==> src/rtl/tlbm_pkg.sv <==
package tlbm_pkg;

    localparam int MT_OP_W     = 4;
    localparam int MT_DATA_W   = 32;
    localparam int MT_PAGE_LSB = 12;
    localparam int MT_ASID_W   = 8;

    typedef enum logic [1:0] {
        MT_ALL      = 2'd0,
        MT_VA_ASID  = 2'd1,
        MT_ASID     = 2'd2,
        MT_VA_ANY   = 2'd3
    } mt_kind_e;

    typedef struct packed {
        logic                    ok;
        mt_kind_e                kind;
        logic                    itlb;
        logic                    dtlb;
        logic                    bcast;
        logic [MT_DATA_W-1:0]    addr;
        logic [MT_ASID_W-1:0]    asid;
    } mt_cmd_t;

    function automatic logic mt_uses_addr(mt_kind_e k);
        return (k == MT_VA_ASID) || (k == MT_VA_ANY);
    endfunction

    function automatic logic mt_uses_asid(mt_kind_e k);
        return (k == MT_VA_ASID) || (k == MT_ASID);
    endfunction

endpackage

==> src/rtl/tlbm_decode.sv <==
module tlbm_decode
    import tlbm_pkg::*;
(
    input  logic [MT_OP_W-1:0]   op,
    input  logic [MT_DATA_W-1:0] data,
    output mt_cmd_t              cmd
);
    logic     local_op;
    logic     reserved;
    mt_kind_e kind;

    always_comb begin
        local_op = op[3];
        reserved = op[3] & op[2] & op[1];
        kind     = mt_kind_e'(op[2:1]);
        cmd      = '0;
        if (!reserved) begin
            cmd.ok    = 1'b1;
            cmd.kind  = kind;
            cmd.bcast = !local_op;
            cmd.itlb  = !local_op || !op[0];
            cmd.dtlb  = !local_op ||  op[0];
            if (mt_uses_addr(kind))
                cmd.addr = {data[MT_DATA_W-1:MT_PAGE_LSB], {MT_PAGE_LSB{1'b0}}};
            if (mt_uses_asid(kind))
                cmd.asid = data[MT_ASID_W-1:0];
        end
    end
endmodule

==> src/rtl/tlbm_issue.sv <==
module tlbm_issue
    import tlbm_pkg::*;
#(
    parameter int N_CORES = 4,
    localparam int CORE_W = (N_CORES > 1) ? $clog2(N_CORES) : 1
) (
    input  logic              clk,
    input  logic              rst,
    input  logic              take,
    input  mt_cmd_t           dec,
    input  logic [CORE_W-1:0] src,
    input  logic              out_ready,
    output logic              active,
    output mt_cmd_t           cur,
    output logic [CORE_W-1:0] core
);
    localparam logic [CORE_W-1:0] LAST_CORE = CORE_W'(N_CORES - 1);

    logic    active_q;
    mt_cmd_t cur_q;
    logic [CORE_W-1:0] core_q;
    logic    at_end;

    assign at_end = !cur_q.bcast || (core_q == LAST_CORE);

    always_ff @(posedge clk) begin
        if (rst) begin
            active_q <= 1'b0;
            cur_q    <= '0;
            core_q   <= '0;
        end else if (!active_q) begin
            if (take && dec.ok) begin
                active_q <= 1'b1;
                cur_q    <= dec;
                core_q   <= dec.bcast ? '0 : src;
            end
        end else if (out_ready) begin
            if (at_end)
                active_q <= 1'b0;
            else
                core_q <= core_q + 1'b1;
        end
    end

    assign active = active_q;
    assign cur    = cur_q;
    assign core   = core_q;
endmodule

==> src/rtl/tlb_maint_dec.sv <==
module tlb_maint_dec
    import tlbm_pkg::*;
#(
    parameter int N_CORES = 4,
    localparam int CORE_W = (N_CORES > 1) ? $clog2(N_CORES) : 1
) (
    input  logic                 clk,
    input  logic                 rst,
    input  logic                 wr_valid,
    input  logic [MT_OP_W-1:0]   wr_op,
    input  logic [MT_DATA_W-1:0] wr_data,
    input  logic [CORE_W-1:0]    wr_src,
    output logic                 wr_ready,
    output logic                 busy,
    output logic                 cmd_valid,
    input  logic                 cmd_ready,
    output logic [CORE_W-1:0]    cmd_core,
    output logic                 cmd_bcast,
    output logic [1:0]           cmd_kind,
    output logic                 cmd_itlb,
    output logic                 cmd_dtlb,
    output logic [MT_DATA_W-1:0] cmd_addr,
    output logic [MT_ASID_W-1:0] cmd_asid
);
    mt_cmd_t dec_cmd;
    mt_cmd_t cur_cmd;
    logic    active;

    tlbm_decode u_dec (
        .op   (wr_op),
        .data (wr_data),
        .cmd  (dec_cmd)
    );

    tlbm_issue #(.N_CORES(N_CORES)) u_iss (
        .clk       (clk),
        .rst       (rst),
        .take      (wr_valid && wr_ready),
        .dec       (dec_cmd),
        .src       (wr_src),
        .out_ready (cmd_ready),
        .active    (active),
        .cur       (cur_cmd),
        .core      (cmd_core)
    );

    assign wr_ready  = !active;
    assign busy      = active;
    assign cmd_valid = active;
    assign cmd_bcast = cur_cmd.bcast;
    assign cmd_kind  = cur_cmd.kind;
    assign cmd_itlb  = cur_cmd.itlb;
    assign cmd_dtlb  = cur_cmd.dtlb;
    assign cmd_addr  = cur_cmd.addr;
    assign cmd_asid  = cur_cmd.asid;
endmodule

==> config.mk <==
export PLATFORM = sky130hd
export DESIGN_NAME = tlb_maint_dec
export DESIGN_NICKNAME = d
export VERILOG_FILES = /design/src/rtl/tlbm_pkg.sv /design/src/rtl/tlbm_decode.sv /design/src/rtl/tlbm_issue.sv /design/src/rtl/tlb_maint_dec.sv
export SDC_FILE = /design/constraint.sdc
export NUM_CORES = 1
export LEC_CHECK = 0
export BUFFER_PORTS_ARGS = -buffer_cell sky130_fd_sc_hd__buf_2
export CAP_MARGIN = 10
export CELL_PAD_IN_SITES_DETAIL_PLACEMENT = 1
export CELL_PAD_IN_SITES_GLOBAL_PLACEMENT = 1
export CORE_MARGIN = 1.5
export CORE_UTILIZATION = 30
export CTS_BUF_LIST = sky130_fd_sc_hd__clkbuf_16
export DETAILED_ROUTE_END_ITERATION = 7
export PLACE_DENSITY_LB_ADDON = 0.1
export RECOVER_POWER = 25
export SLEW_MARGIN = 10
export SYNTH_ARGS = -nofsm -noshare
export SYNTH_HDL_FRONTEND = slang
export SYNTH_HIERARCHICAL = 1
export SYNTH_SLANG_ARGS = --single-unit
==> constraint.sdc <==
create_clock -name clk -period 1.5 [get_ports clk]
set_input_delay 0.15 -clock clk [delete_from_list [all_inputs] [get_ports clk]]
set_output_delay 0.15 -clock clk [all_outputs]
set_load 0.02 [all_outputs]
* Word level (Yosys, flattened, before mapping)
Index checks and enable logic that the tools add are counted.
** Operators by class
- Add/subtract/negate cells :: 1
- Equal/unequal tests :: 6
- Mux-type cells :: 12
- Bitwise logic cells :: 3
- Reduce and logical (&&, ||, !) cells :: 14
** Operators by type and width (count)
- $mux 46 :: 1
- $mux 32 :: 1
- $mux 2 :: 5
- $mux 8 :: 1
- $eq 2x2->1 const B :: 3
- $logic_or 1x1->1 :: 5
- $logic_not 1->1 :: 4
- $mux 1 :: 4
- $ne 2x2->1 const B :: 2
- $reduce_and 3->1 :: 1
- $add 2x1->2 const B :: 1
- $and 1x1->1 :: 2
- $eq 2x1->1 const B :: 1
- $logic_and 1x1->1 :: 2
- $reduce_and 2->1 :: 1
- $reduce_bool 2->1 :: 1
- $not 1->1 :: 1
** Storage, ports and cells
- Flip-flop bits (word level) :: 48
- Output and inout bits :: 50
- Logic and storage cells :: 44

* Logic depth before layout (Yosys ltp)
Gate-level depths: netlist of run 1.
- Depth after elaboration :: 7
- Gate-level depth with buffers :: 6
- Depth with buffers taken out :: 6

* By module
The synthesis of run 1 kept the hierarchy.
** Modules (own cells, without submodules)
- tlbm_issue :: instances 1, cells each 217, area an instance 1746.7 um2, sequential area each 980.9 um2
- tlbm_decode :: instances 1, cells each 55, area an instance 384.1 um2, sequential area each 0.0 um2
- tlb_maint_dec :: instances 1, cells each 3, area an instance 17.5 um2, sequential area each 0.0 um2

* Worst setup path after synthesis of run 1
Ideal clock, no wire load.
- Path type :: reg-to-reg
- Start :: register u_iss.active_q, in the netlist u_iss/active
- End :: register u_iss.core_q[0], in the netlist u_iss/core[0]
- Library setup time :: 0.074 ns
- Data arrival time :: 1.414 ns
- Setup slack :: 0.011 ns
- Stages on the path, launching flop included :: 5
- Path buffers :: 0
- Clock period less this slack :: 1.489 ns
- Cell sequence :: dfxtp_1 nor2b_1 nand3b_4 or4b_1 a31oi_1
** On the way
- Longest elaborated chain between the ends :: 5
- Elaborated cells on any way between the ends :: 8
- Classes of those cells :: eq/ne (2); mux (1); reduce/logical (5)
** RTL lines
- start, declared :: line tlbm_issue.sv:19 : logic active_q;
- start signal, assigned :: line tlbm_issue.sv:28 : active_q <= 1'b0;
- start signal, assigned :: line tlbm_issue.sv:33 : active_q <= 1'b1;
- start signal, assigned :: line tlbm_issue.sv:39 : active_q <= 1'b0;
- $logic_not 1->1
- $logic_and 1x1->1 :: line tlb_maint_dec.sv:38 : .take (wr_valid && wr_ready),
- $logic_and 1x1->1 :: line tlbm_issue.sv:32 : if (take && dec.ok) begin
- $reduce_bool 2->1 (no source line)
- $reduce_and 3->1 (no source line)
- end signal, assigned :: line tlbm_issue.sv:35 : core_q <= dec.bcast ? '0 : src;
- end signal, assigned :: line tlbm_issue.sv:41 : core_q <= core_q + 1'b1;
- end, declared :: line tlbm_issue.sv:21 : logic [CORE_W-1:0] core_q;
Parallel ways exist; a longest one is shown, timed or not.
A chain may end at the register's enable or synchronous reset.

* Worst setup path after layout of run 1
Ends and elaborated chain as after synthesis.

==> flow_summary.rst, run 1 <==
.. list-table::
   :header-rows: 1

   * - Metric
     - Value
   * - Per-cell via count in the routed design
     - 4.392
   * - Arrival time reported for the critical path endpoint
     - 1.65 ns
   * - Static Leak
     - 0.001201 uW
   * - HPWL after detailed placement
     - 3769 um
   * - Die height
     - 87.08 um
   * - Core area
     - 6832 um2
   * - Clock period minus final worst setup slack
     - 1.434 ns
   * - Leading cell types in the layout, fill and taps excluded
     - sky130_fd_sc_hd__nand2_1, sky130_fd_sc_hd__buf_2, sky130_fd_sc_hd__dfxtp_1
   * - Number of slew-limit violations in the final report
     - 0
   * - Share of final-layout standard cells stronger than drive strength 1
     - 25.70%
   * - Clock skew after layout
     - 0.005830 ns
   * - Routed wire length per instance
     - 12.26 um
   * - Area Growth Syn to Fin
     - 29.79%
   * - Post-route DRC
     - 0
   * - Register-to-register setup slack
     - 0.07 ns
   * - IO Count
     - 92
   * - Total standard cell area after synthesis
     - 2121 um2
   * - Syn. warnings
     - 6
   * - Classification of the worst-slack hold path
     - input port to flip-flop
   * - Area taken by multi-input logic gates
     - 999.7 um2
   * - P per Cell Area
     - 1087 nW/um2
   * - Leading cell type in the layout, fill and taps excluded
     - sky130_fd_sc_hd__nand2_1
   * - Synthesized area per cell
     - 7.797 um2
   * - First-pass GRT wire length
     - 9073 um
   * - Clk root buf
     - sky130_fd_sc_hd__clkbuf_16
   * - Worst hold slack
     - 0.1926 ns
   * - Period utilisation layout
     - 95.59%
   * - Standard cell area after detailed placement
     - 2644 um2
   * - Maximum clock rate
     - 0.6974 GHz
   * - Post-CTS setup repair buffer count
     - 0
   * - Antenna violations before repair
     - 0
   * - Post-layout total power
     - 2993 uW
   * - CP endpoint kind
     - flip-flop
   * - Final worst slack
     - 0.06613 ns
   * - Maximum count of clock buffers along a single path
     - 2
   * - Clock latency at the later pin of the worst-skew pair
     - 0.28 ns
   * - Critical path type
     - flip-flop to flip-flop
   * - Total vias in the final route
     - 1994
   * - Number of global-route vias before repair
     - 1890
   * - Antenna Nets Post-Route
     - 0
   * - Hold_buf cts
     - 0
   * - Count of input and output buffers
     - 87
   * - Number of hold violations in the final report
     - 0
   * - # rows
     - 30
   * - Final-layout fill cell count
     - 903
   * - IR drop worst, VDD
     - 0.5657 mV
   * - Antenna fix cells
     - 0
   * - Status
     - finished clean
   * - Drt total wl
     - 5564 um
   * - Remaining Overflow, GRT
     - 0
   * - Final net count
     - 402
   * - Required time of the critical path
     - 1.71 ns
   * - Post-Synthesis Cells
     - 272
   * - DIE WIDTH
     - 87.08 um
   * - Setup repair after global routing missed its margin
     - no
   * - Maximum number of pins on one net before global-route repair
     - 49
   * - Sort of element at the start of the critical path
     - flip-flop
   * - Worst-path fanout max
     - 4
   * - Die footprint
     - 7583 um2
   * - Total number of H-tree levels
     - 2
   * - Setup TNS Final
     - 0 ns
   * - Gr usage total
     - 15.15%
   * - Clock tree from TritonCTS
     - done
   * - Iteration count of the initial detailed-routing pass
     - 4
   * - Clock slew seen by the registers of the worst setup and hold paths
     - 0.07 ns
   * - Effective utilization at floorplan
     - 31.04%
   * - Number of max-cap violations
     - 0
   * - Violation count after the first detailed-route iteration
     - 40
   * - Setup Slack @ Placement
     - 0.08153 ns
   * - Final GP Congestion
     - 0.6889
   * - Area of all placed cells without fillers
     - 2753 um2
   * - Register cell area after layout
     - 960.9 um2
   * - Endpoints failing setup
     - 0
   * - Number of buffers created by CTS
     - 5
   * - Count of instances resized after the clock tree is built
     - 0
   * - Clock sinks
     - 48
critical path, stage by stage, from the launching register on:
cell	delay (ns)
sky130_fd_sc_hd__dfxtp_1	0.33
sky130_fd_sc_hd__nor2b_1	0.25
sky130_fd_sc_hd__nand3b_4	0.11
sky130_fd_sc_hd__or4b_1	0.50
sky130_fd_sc_hd__a31oi_1	0.17
layer usage:
layer	part of all wire [%]	routed length [um]	GRT usage [%]
met3	6.1	337	4.645
met4	0.75	42	3.519
met5	0	0	0
met1	45	2490	18.65
met2	48	2693	25.86
sequential cells by signal, summed over array words and instances, names as in the netlist:
register / flops
u_iss/active: 1
u_iss/cur: 45
u_iss/core: 2
stage by stage:
step,util (%),instances
2_1_floorplan,-,283
3_3_place_gp,38.70,446
3_5_place_dp,38.70,446
4_1_cts,40.73,454
5_1_grt,40.29,454
6_report,40.29,454
cell type report:
cell class | instances | share of cell area, %
inverter | 6 | 0.8182
multi-input combinational | 200 | 36.32
tap | 96 | 4.364
clock inverter | 3 | 0.5000
sequential | 48 | 34.91
timing repair buffer | 96 | 18.55
clock buffer | 5 | 4.545
power by group:
group          internal (uW)  switching (uW)
clock network            606             461
logic                    209             339
registers               1340            35.3
total                   2160             835
worst paths after layout:
check	startpoint	endpoint	cells after the start
max	u_iss/active	u_iss/core[0]	4
min	wr_op[0]	u_iss/cur[42]	4
max reg2reg	u_iss/active	u_iss/core[0]	4
min reg2reg	u_iss/cur[3]	u_iss/cur[3]	2
(Power assumes the default switching activity.)
==> run 2: changes to the inputs <==
Settings changed: CAP_MARGIN 10 to 20, PLACE_DENSITY set to 0.83, PLACE_DENSITY_LB_ADDON 0.1 to unset.
==> flow_summary.rst, run 2 (synthesized netlist as in run 1, its figures left out) <==
.. list-table::
   :header-rows: 1

   * - Metric
     - Value
   * - Status
     - finished clean
   * - Clock slew seen by the registers of the worst setup and hold paths
     - 0.06 ns (about the same)
   * - IR drop worst, VDD
     - 0.4089 mV (-28%)
   * - Antenna violations before repair
     - 0 (unchanged)
   * - Clock tree from TritonCTS
     - done
   * - Clock skew after layout
     - 0.003837 ns (-0.001994 ns)
   * - Static Leak
     - 0.001209 uW (+0.62%)
   * - Final-layout fill cell count
     - 886 (-1.9%)
   * - Clock latency at the later pin of the worst-skew pair
     - 0.28 ns (about the same)
   * - Routed wire length per instance
     - 12.89 um (+5.2%)
   * - Remaining Overflow, GRT
     - 0 (unchanged)
   * - Max reg flops
     - 45 (unchanged)
   * - Share of final-layout standard cells stronger than drive strength 1
     - 26.32% (+0.62 points)
   * - Number of global-route vias before repair
     - 1976 (+4.6%)
   * - P per Cell Area
     - 1080 nW/um2 (-0.69%)
   * - Per-cell via count in the routed design
     - 4.427 (+0.79%)
   * - Number of hold violations in the final report
     - 0 (unchanged)
   * - Hold_buf cts
     - 0 (unchanged)
   * - Post-CTS setup repair buffer count
     - 0 (unchanged)
   * - Antenna Nets Post-Route
     - 0 (unchanged)
   * - Count of input and output buffers
     - 87 (unchanged)
   * - Period utilisation layout
     - 93.69% (-1.9 points)
   * - Final worst slack
     - 0.09465 ns (+0.02852 ns)
   * - Die height
     - 87.08 um (unchanged)
   * - Number of buffers created by CTS
     - 5 (unchanged)
   * - Antenna fix cells
     - 0 (unchanged)
   * - Post-route DRC
     - 0 (unchanged)
   * - Gr usage total
     - 15.95% (+0.80 points)
   * - Worst-path fanout max
     - 5 (+1)
   * - Setup TNS Final
     - 0 ns (unchanged)
   * - Leading cell type in the layout, fill and taps excluded
     - sky130_fd_sc_hd__nand2_1
   * - Maximum number of pins on one net before global-route repair
     - 50 (+2.0%)
   * - Maximum clock rate
     - 0.7116 GHz (+2.0%)
   * - Die footprint
     - 7583 um2 (unchanged)
   * - Drt total wl
     - 5890 um (+5.9%)
   * - IO Count
     - 92 (unchanged)
   * - Setup Slack @ Placement
     - 0.03314 ns (-0.04840 ns)
   * - Leading cell types in the layout, fill and taps excluded
     - sky130_fd_sc_hd__nand2_1, sky130_fd_sc_hd__buf_2, sky130_fd_sc_hd__dfxtp_1
   * - Final net count
     - 406 (+1.0%)
   * - Register cell area after layout
     - 960.9 um2 (unchanged)
   * - Clk root buf
     - sky130_fd_sc_hd__clkbuf_16
   * - Arrival time reported for the critical path endpoint
     - 1.61 ns (-0.04 ns)
   * - Number of max-cap violations
     - 0 (unchanged)
   * - Total vias in the final route
     - 2023 (+1.5%)
   * - # rows
     - 30 (unchanged)
   * - Core area
     - 6832 um2 (unchanged)
   * - First-pass GRT wire length
     - 9370 um (+3.3%)
   * - HPWL after detailed placement
     - 4337 um (+15%)
   * - Endpoints failing setup
     - 0 (unchanged)
   * - Area taken by multi-input logic gates
     - 1002 um2 (+0.25%)
   * - Effective utilization at floorplan
     - 31.04% (unchanged)
   * - Required time of the critical path
     - 1.71 ns (about the same)
   * - Register-to-register setup slack
     - 0.09 ns (+0.03 ns)
   * - Final GP Congestion
     - 0.7590 (+10%)
   * - Clock period minus final worst setup slack
     - 1.405 ns (-0.02852 ns)
   * - Iteration count of the initial detailed-routing pass
     - 4 (unchanged)
   * - Critical path type
     - flip-flop to flip-flop
   * - Maximum count of clock buffers along a single path
     - 2 (unchanged)
   * - Area Growth Syn to Fin
     - 29.85% (about the same)
   * - Number of slew-limit violations in the final report
     - 0 (unchanged)
   * - Violation count after the first detailed-route iteration
     - 55 (+38%)
   * - Total number of H-tree levels
     - 2 (unchanged)
   * - CP endpoint kind
     - flip-flop
   * - DIE WIDTH
     - 87.08 um (unchanged)
   * - Setup repair after global routing missed its margin
     - no
   * - Classification of the worst-slack hold path
     - input port to flip-flop
   * - Sort of element at the start of the critical path
     - flip-flop
   * - Clock sinks
     - 48 (unchanged)
-- run 2: cell types whose count changed in the layout (fill, tap and decap cells not counted), sizes merged --
cell / delta
buf: +4
clkinv: -1
-- run 2: final timing paths --
path | startpoint | to | depth (start not counted)
worst max-delay path | u_iss/active | u_iss/core[0] | 4
worst min-delay path | wr_op[0] | u_iss/cur[42] | 4
worst max register to register | u_iss/active | u_iss/core[0] | 4
worst min register to register | u_iss/cur[13] | u_iss/cur[13] | 2
-- run 2: metrics by stage --
stage               cells  total power (uW)  cell area (um2)  util, %  hold slack (ns)
floorplan             283              1771             2162        -           0.3280
global placement      450              1952             2649    38.77           0.4379
detailed placement    450              1973             2649    38.77           0.4434
CTS                   457              3031             2781    40.71           0.1924
global route          457              3128             2754    40.31           0.2372
finish                457              2974             2754    40.31           0.1885
-- run 2: final cells by class --
| type | instances | area share, % |
|---|---|---|
| multi-input cells | 200 | 36.39 |
| flip-flops and latches | 48 | 34.89 |
| repair buffers | 100 | 18.72 |
| clock buffers | 5 | 4.543 |
| well taps | 96 | 4.362 |
| inverters | 6 | 0.8178 |
| clock inverters | 2 | 0.2726 |
-- run 2: metal layers --
layer / wire (um) / vias up / track usage, % / part of all wire (%)
met4: 112 / 0 / 6.452 / 1.9
met1: 2484 / 948 / 18.05 / 42
met2: 3073 / 44 / 29.11 / 52
met5: 0 / - / 0 / 0
li1: - / 1025 / - / -
met3: 220 / 6 / 3.128 / 3.7
-- run 2: power breakdown --
group / internal, uW / switching, uW / leakage (uW)
Sequential: 1340 / 36.0 / 0.000391
Combinational: 207 / 342 / 0.000753
Clock: 597 / 449 / 0.0000648
Total: 2150 / 826 / 0.00121
-- run 2: critical path, stage by stage (launching register included) --
cell	delay, ns
sky130_fd_sc_hd__dfxtp_1	0.35
sky130_fd_sc_hd__nor2b_2	0.18
sky130_fd_sc_hd__nand3b_4	0.11
sky130_fd_sc_hd__or4b_1	0.52
sky130_fd_sc_hd__a31oi_1	0.17
-- run 2: timing repair --
| item | CTS | global route |
|---|---|---|
| setup endpoints to repair | 0 | 4 |
| gates resized for setup | 0 | 1 |
| hold endpoints to repair | 0 | 0 |
==> run 3: changes to the inputs <==
Settings changed: CORE_ASPECT_RATIO set to 0.6, CORE_UTILIZATION 30 to 28, SYNTH_HIERARCHICAL 1 to unset.
==> flow_summary.rst, run 3 <==
.. list-table::
   :header-rows: 1

   * - Metric
     - Value
   * - Status
     - finished clean
   * - Total vias in the final route
     - 1732 (-14%)
   * - Clock latency at the later pin of the worst-skew pair
     - 0.27 ns (about the same)
   * - Dominant register cell in the synthesized netlist
     - sky130_fd_sc_hd__dfxtp_1
   * - Routed wire length per instance
     - 15.32 um (+19%)
   * - Arrival time reported for the critical path endpoint
     - 1.50 ns (-0.11 ns)
   * - # rows
     - 21 (-30%)
   * - Post-CTS setup repair buffer count
     - 0 (unchanged)
   * - Die footprint
     - 6434 um2 (-15%)
   * - Count of instances resized after the clock tree is built
     - 0 (unchanged)
   * - Synthesized area per cell
     - 8.584 um2 (+10%)
   * - Highest Signal Layer
     - met4
   * - Worst-path fanout max
     - 4 (-1)
   * - Leading cell type in the layout, fill and taps excluded
     - sky130_fd_sc_hd__buf_2
   * - Core area
     - 5649 um2 (-17%)
   * - Antenna Nets Post-Route
     - 0 (unchanged)
   * - Final GP Congestion
     - 0.7515 (-0.99%)
   * - Max reg flops
     - 33 (-27%)
   * - Number of synthesized flops with an enable pin
     - 0
   * - Area of all placed cells without fillers
     - 2178 um2 (-21%)
   * - Post-Synthesis Cells
     - 194 (-29%)
   * - Final-layout fill cell count
     - 698 (-21%)
   * - Register cell area after layout
     - 720.7 um2 (-25%)
   * - Antenna fix cells
     - 0 (unchanged)
   * - Cell with the largest stage delay on the worst path
     - sky130_fd_sc_hd__dfxtp_1
   * - Clock period minus final worst setup slack
     - 1.338 ns (-0.06773 ns)
   * - Setup TNS Final
     - 0 ns (unchanged)
   * - First-pass GRT wire length
     - 8549 um (-8.8%)
   * - Cell types with the highest counts after synthesis
     - sky130_fd_sc_hd__a21oi_1, sky130_fd_sc_hd__dfxtp_1, sky130_fd_sc_hd__o21ai_0
   * - Classification of the worst-slack hold path
     - input port to flip-flop
   * - Total number of H-tree levels
     - 2 (unchanged)
   * - Static Leak
     - 0.0009064 uW (-25%)
   * - Effective utilization at floorplan
     - 29.48% (-1.6 points)
   * - Iteration count of the initial detailed-routing pass
     - 6 (+2)
   * - Clock skew after layout
     - 0.003110 ns (-0.0007264 ns)
   * - Clock slew seen by the registers of the worst setup and hold paths
     - 0.05 ns (about the same)
   * - Met2 WL
     - 2425 um (-21%)
   * - IO Count
     - 92 (unchanged)
   * - DIE WIDTH
     - 102.6 um (+18%)
   * - Register bit count reported by yosys
     - 36
   * - Top cell type's share of synthesized area
     - 43.28%
   * - Maximum clock rate
     - 0.7476 GHz (+5.1%)
   * - Standard cell area after detailed placement
     - 2068 um2 (-22%)
   * - Delay of the slowest cell on the worst path
     - 0.37 ns (-0.15 ns)
   * - Clock tree from TritonCTS
     - done
   * - Endpoints failing setup
     - 0 (unchanged)
   * - Number of global-route vias before repair
     - 1764 (-11%)
   * - Area contributors post-synth
     - sky130_fd_sc_hd__dfxtp_1, sky130_fd_sc_hd__a21oi_1, sky130_fd_sc_hd__o21ai_0
   * - Synth unique cells
     - 29
   * - Count of input and output buffers
     - 75 (-14%)
   * - Gr usage total
     - 17.16% (+1.2 points)
   * - Maximum count of clock buffers along a single path
     - 2 (unchanged)
   * - Number of slew-limit violations in the final report
     - 0 (unchanged)
   * - Critical path, cell by cell
     - ha_1 -> nor2b_1 -> a32oi_2 -> mux2_2
   * - Sequential area share after synthesis
     - 43.28%
   * - Critical path type
     - flip-flop to flip-flop
   * - CP endpoint kind
     - flip-flop
   * - Die height
     - 62.74 um (-28%)
   * - Number of hold violations in the final report
     - 0 (unchanged)
   * - Period utilisation layout
     - 89.17% (-4.5 points)
   * - Final net count
     - 309 (-24%)
   * - Clock sinks
     - 36 (-25%)
   * - Detailed-routed wire length on met3
     - 320 um (+45%)
   * - Setup repair after global routing missed its margin
     - no
   * - Violation count after the first detailed-route iteration
     - 36 (-35%)
   * - IR drop worst, VDD
     - 0.3855 mV (-5.7%)
   * - Number of buffers created by CTS
     - 5 (unchanged)
   * - Final worst slack
     - 0.1624 ns (+0.06773 ns)
   * - HPWL after detailed placement
     - 3817 um (-12%)
   * - Leading cell types in the layout, fill and taps excluded
     - sky130_fd_sc_hd__buf_2, sky130_fd_sc_hd__a21oi_1, sky130_fd_sc_hd__dfxtp_1
   * - Area taken by multi-input logic gates
     - 777.0 um2 (-22%)
   * - Hold_buf cts
     - 0 (unchanged)
   * - Area Growth Syn to Fin
     - 30.80%
   * - Antenna violations before repair
     - 0 (unchanged)
   * - Maximum number of pins on one net before global-route repair
     - 27 (-46%)
   * - Post-route DRC
     - 0 (unchanged)
   * - Total standard cell area after synthesis
     - 1665 um2 (-21%)
   * - Per-cell via count in the routed design
     - 5.035 (+14%)
   * - Post-synth top area cell
     - sky130_fd_sc_hd__dfxtp_1
   * - Routed met1 length
     - 2497 um (+0.52%)
   * - Syn. warnings
     - 0 (-6)
   * - Number of max-cap violations
     - 0 (unchanged)
   * - Clk root buf
     - sky130_fd_sc_hd__clkbuf_16
   * - P per Cell Area
     - 1113 nW/um2 (+3.1%)
   * - Required time of the critical path
     - 1.66 ns (-0.05 ns)
   * - Remaining Overflow, GRT
     - 0 (unchanged)
   * - Sort of element at the start of the critical path
     - flip-flop
   * - Drt total wl
     - 5270 um (-11%)
   * - Share of final-layout standard cells stronger than drive strength 1
     - 29.17% (+2.9 points)
   * - Setup Slack @ Placement
     - 0.1269 ns (+0.09373 ns)
   * - Proportion of register bits with asynchronous set or reset after synthesis
     - 0%
run 3: stage by stage:
stage | cells | hold WS, ns | utilization, % | total power (uW)
after floorplan | 205 | 0.2597 | - | 1345
after global placement | 337 | 0.3728 | 36.61 | 1478
after detailed placement | 337 | 0.3884 | 36.61 | 1489
after CTS | 344 | 0.09824 | 38.96 | 2459
after global routing | 344 | 0.1272 | 38.56 | 2560
final | 344 | 0.09814 | 38.56 | 2426
run 3: report_power, final:
| group | internal, uW | total (uW) | switching, uW | leakage (uW) |
|---|---|---|---|---|
| Clock | 594 | 962 | 368 | 0.0000648 |
| Sequential | 1010 | 1030 | 28.2 | 0.000294 |
| Combinational | 149 | 430 | 281 | 0.000548 |
run 3: worst paths after layout:
path                 start            end  slack [ns]  depth (start not counted)
max          u_iss.core[0]  u_iss.core[0]        0.16                          4
min               wr_op[0]  u_iss.cur[42]         0.1                          2
max reg2reg  u_iss.core[0]  u_iss.core[0]        0.16                          4
min reg2reg  u_iss.cur[32]  u_iss.cur[32]        0.47                          2
run 3: area by class of cell:
cell class	count	area share [%]
Clock buffer	5	5.744
Clock inverter	2	0.3446
Inverter	4	0.6893
Multi-Input combinational cell	133	35.67
Sequential cell	36	33.08
Tap cell	80	4.595
Timing Repair Buffer	84	19.87
run 3: worst max-delay path, delay by kind of cell, from the launching register on:
family                   cells  cell delay [ns]
multiplexers                 1             0.36
flip-flops                   1             0.37
AO/OA/AOI/OAI                1             0.27
adder cells (fa/ha/maj)      1             0.17
AND/OR/NAND/NOR              1             0.06
run 3: logic make-up after synthesis:
| logic type | share of synthesized area, % |
|---|---|
| AO/OA/AOI/OAI | 22.31 |
| adder cells (fa/ha/maj) | 2.254 |
| buffers and inverters | 12.70 |
| flip-flops | 43.28 |
| multiplexers | 1.352 |
| other | 0.2252 |
| AND/OR/NAND/NOR | 17.88 |
run 3: routing by layer:
| metal | global-route usage, % | up-vias |
|---|---|---|
| li1 | - | 821 |
| met3 | 5.257 | 4 |
| met5 | 0 | - |
| met4 | 3.938 | 0 |
| met1 | 23.25 | 851 |
| met2 | 26.66 | 56 |
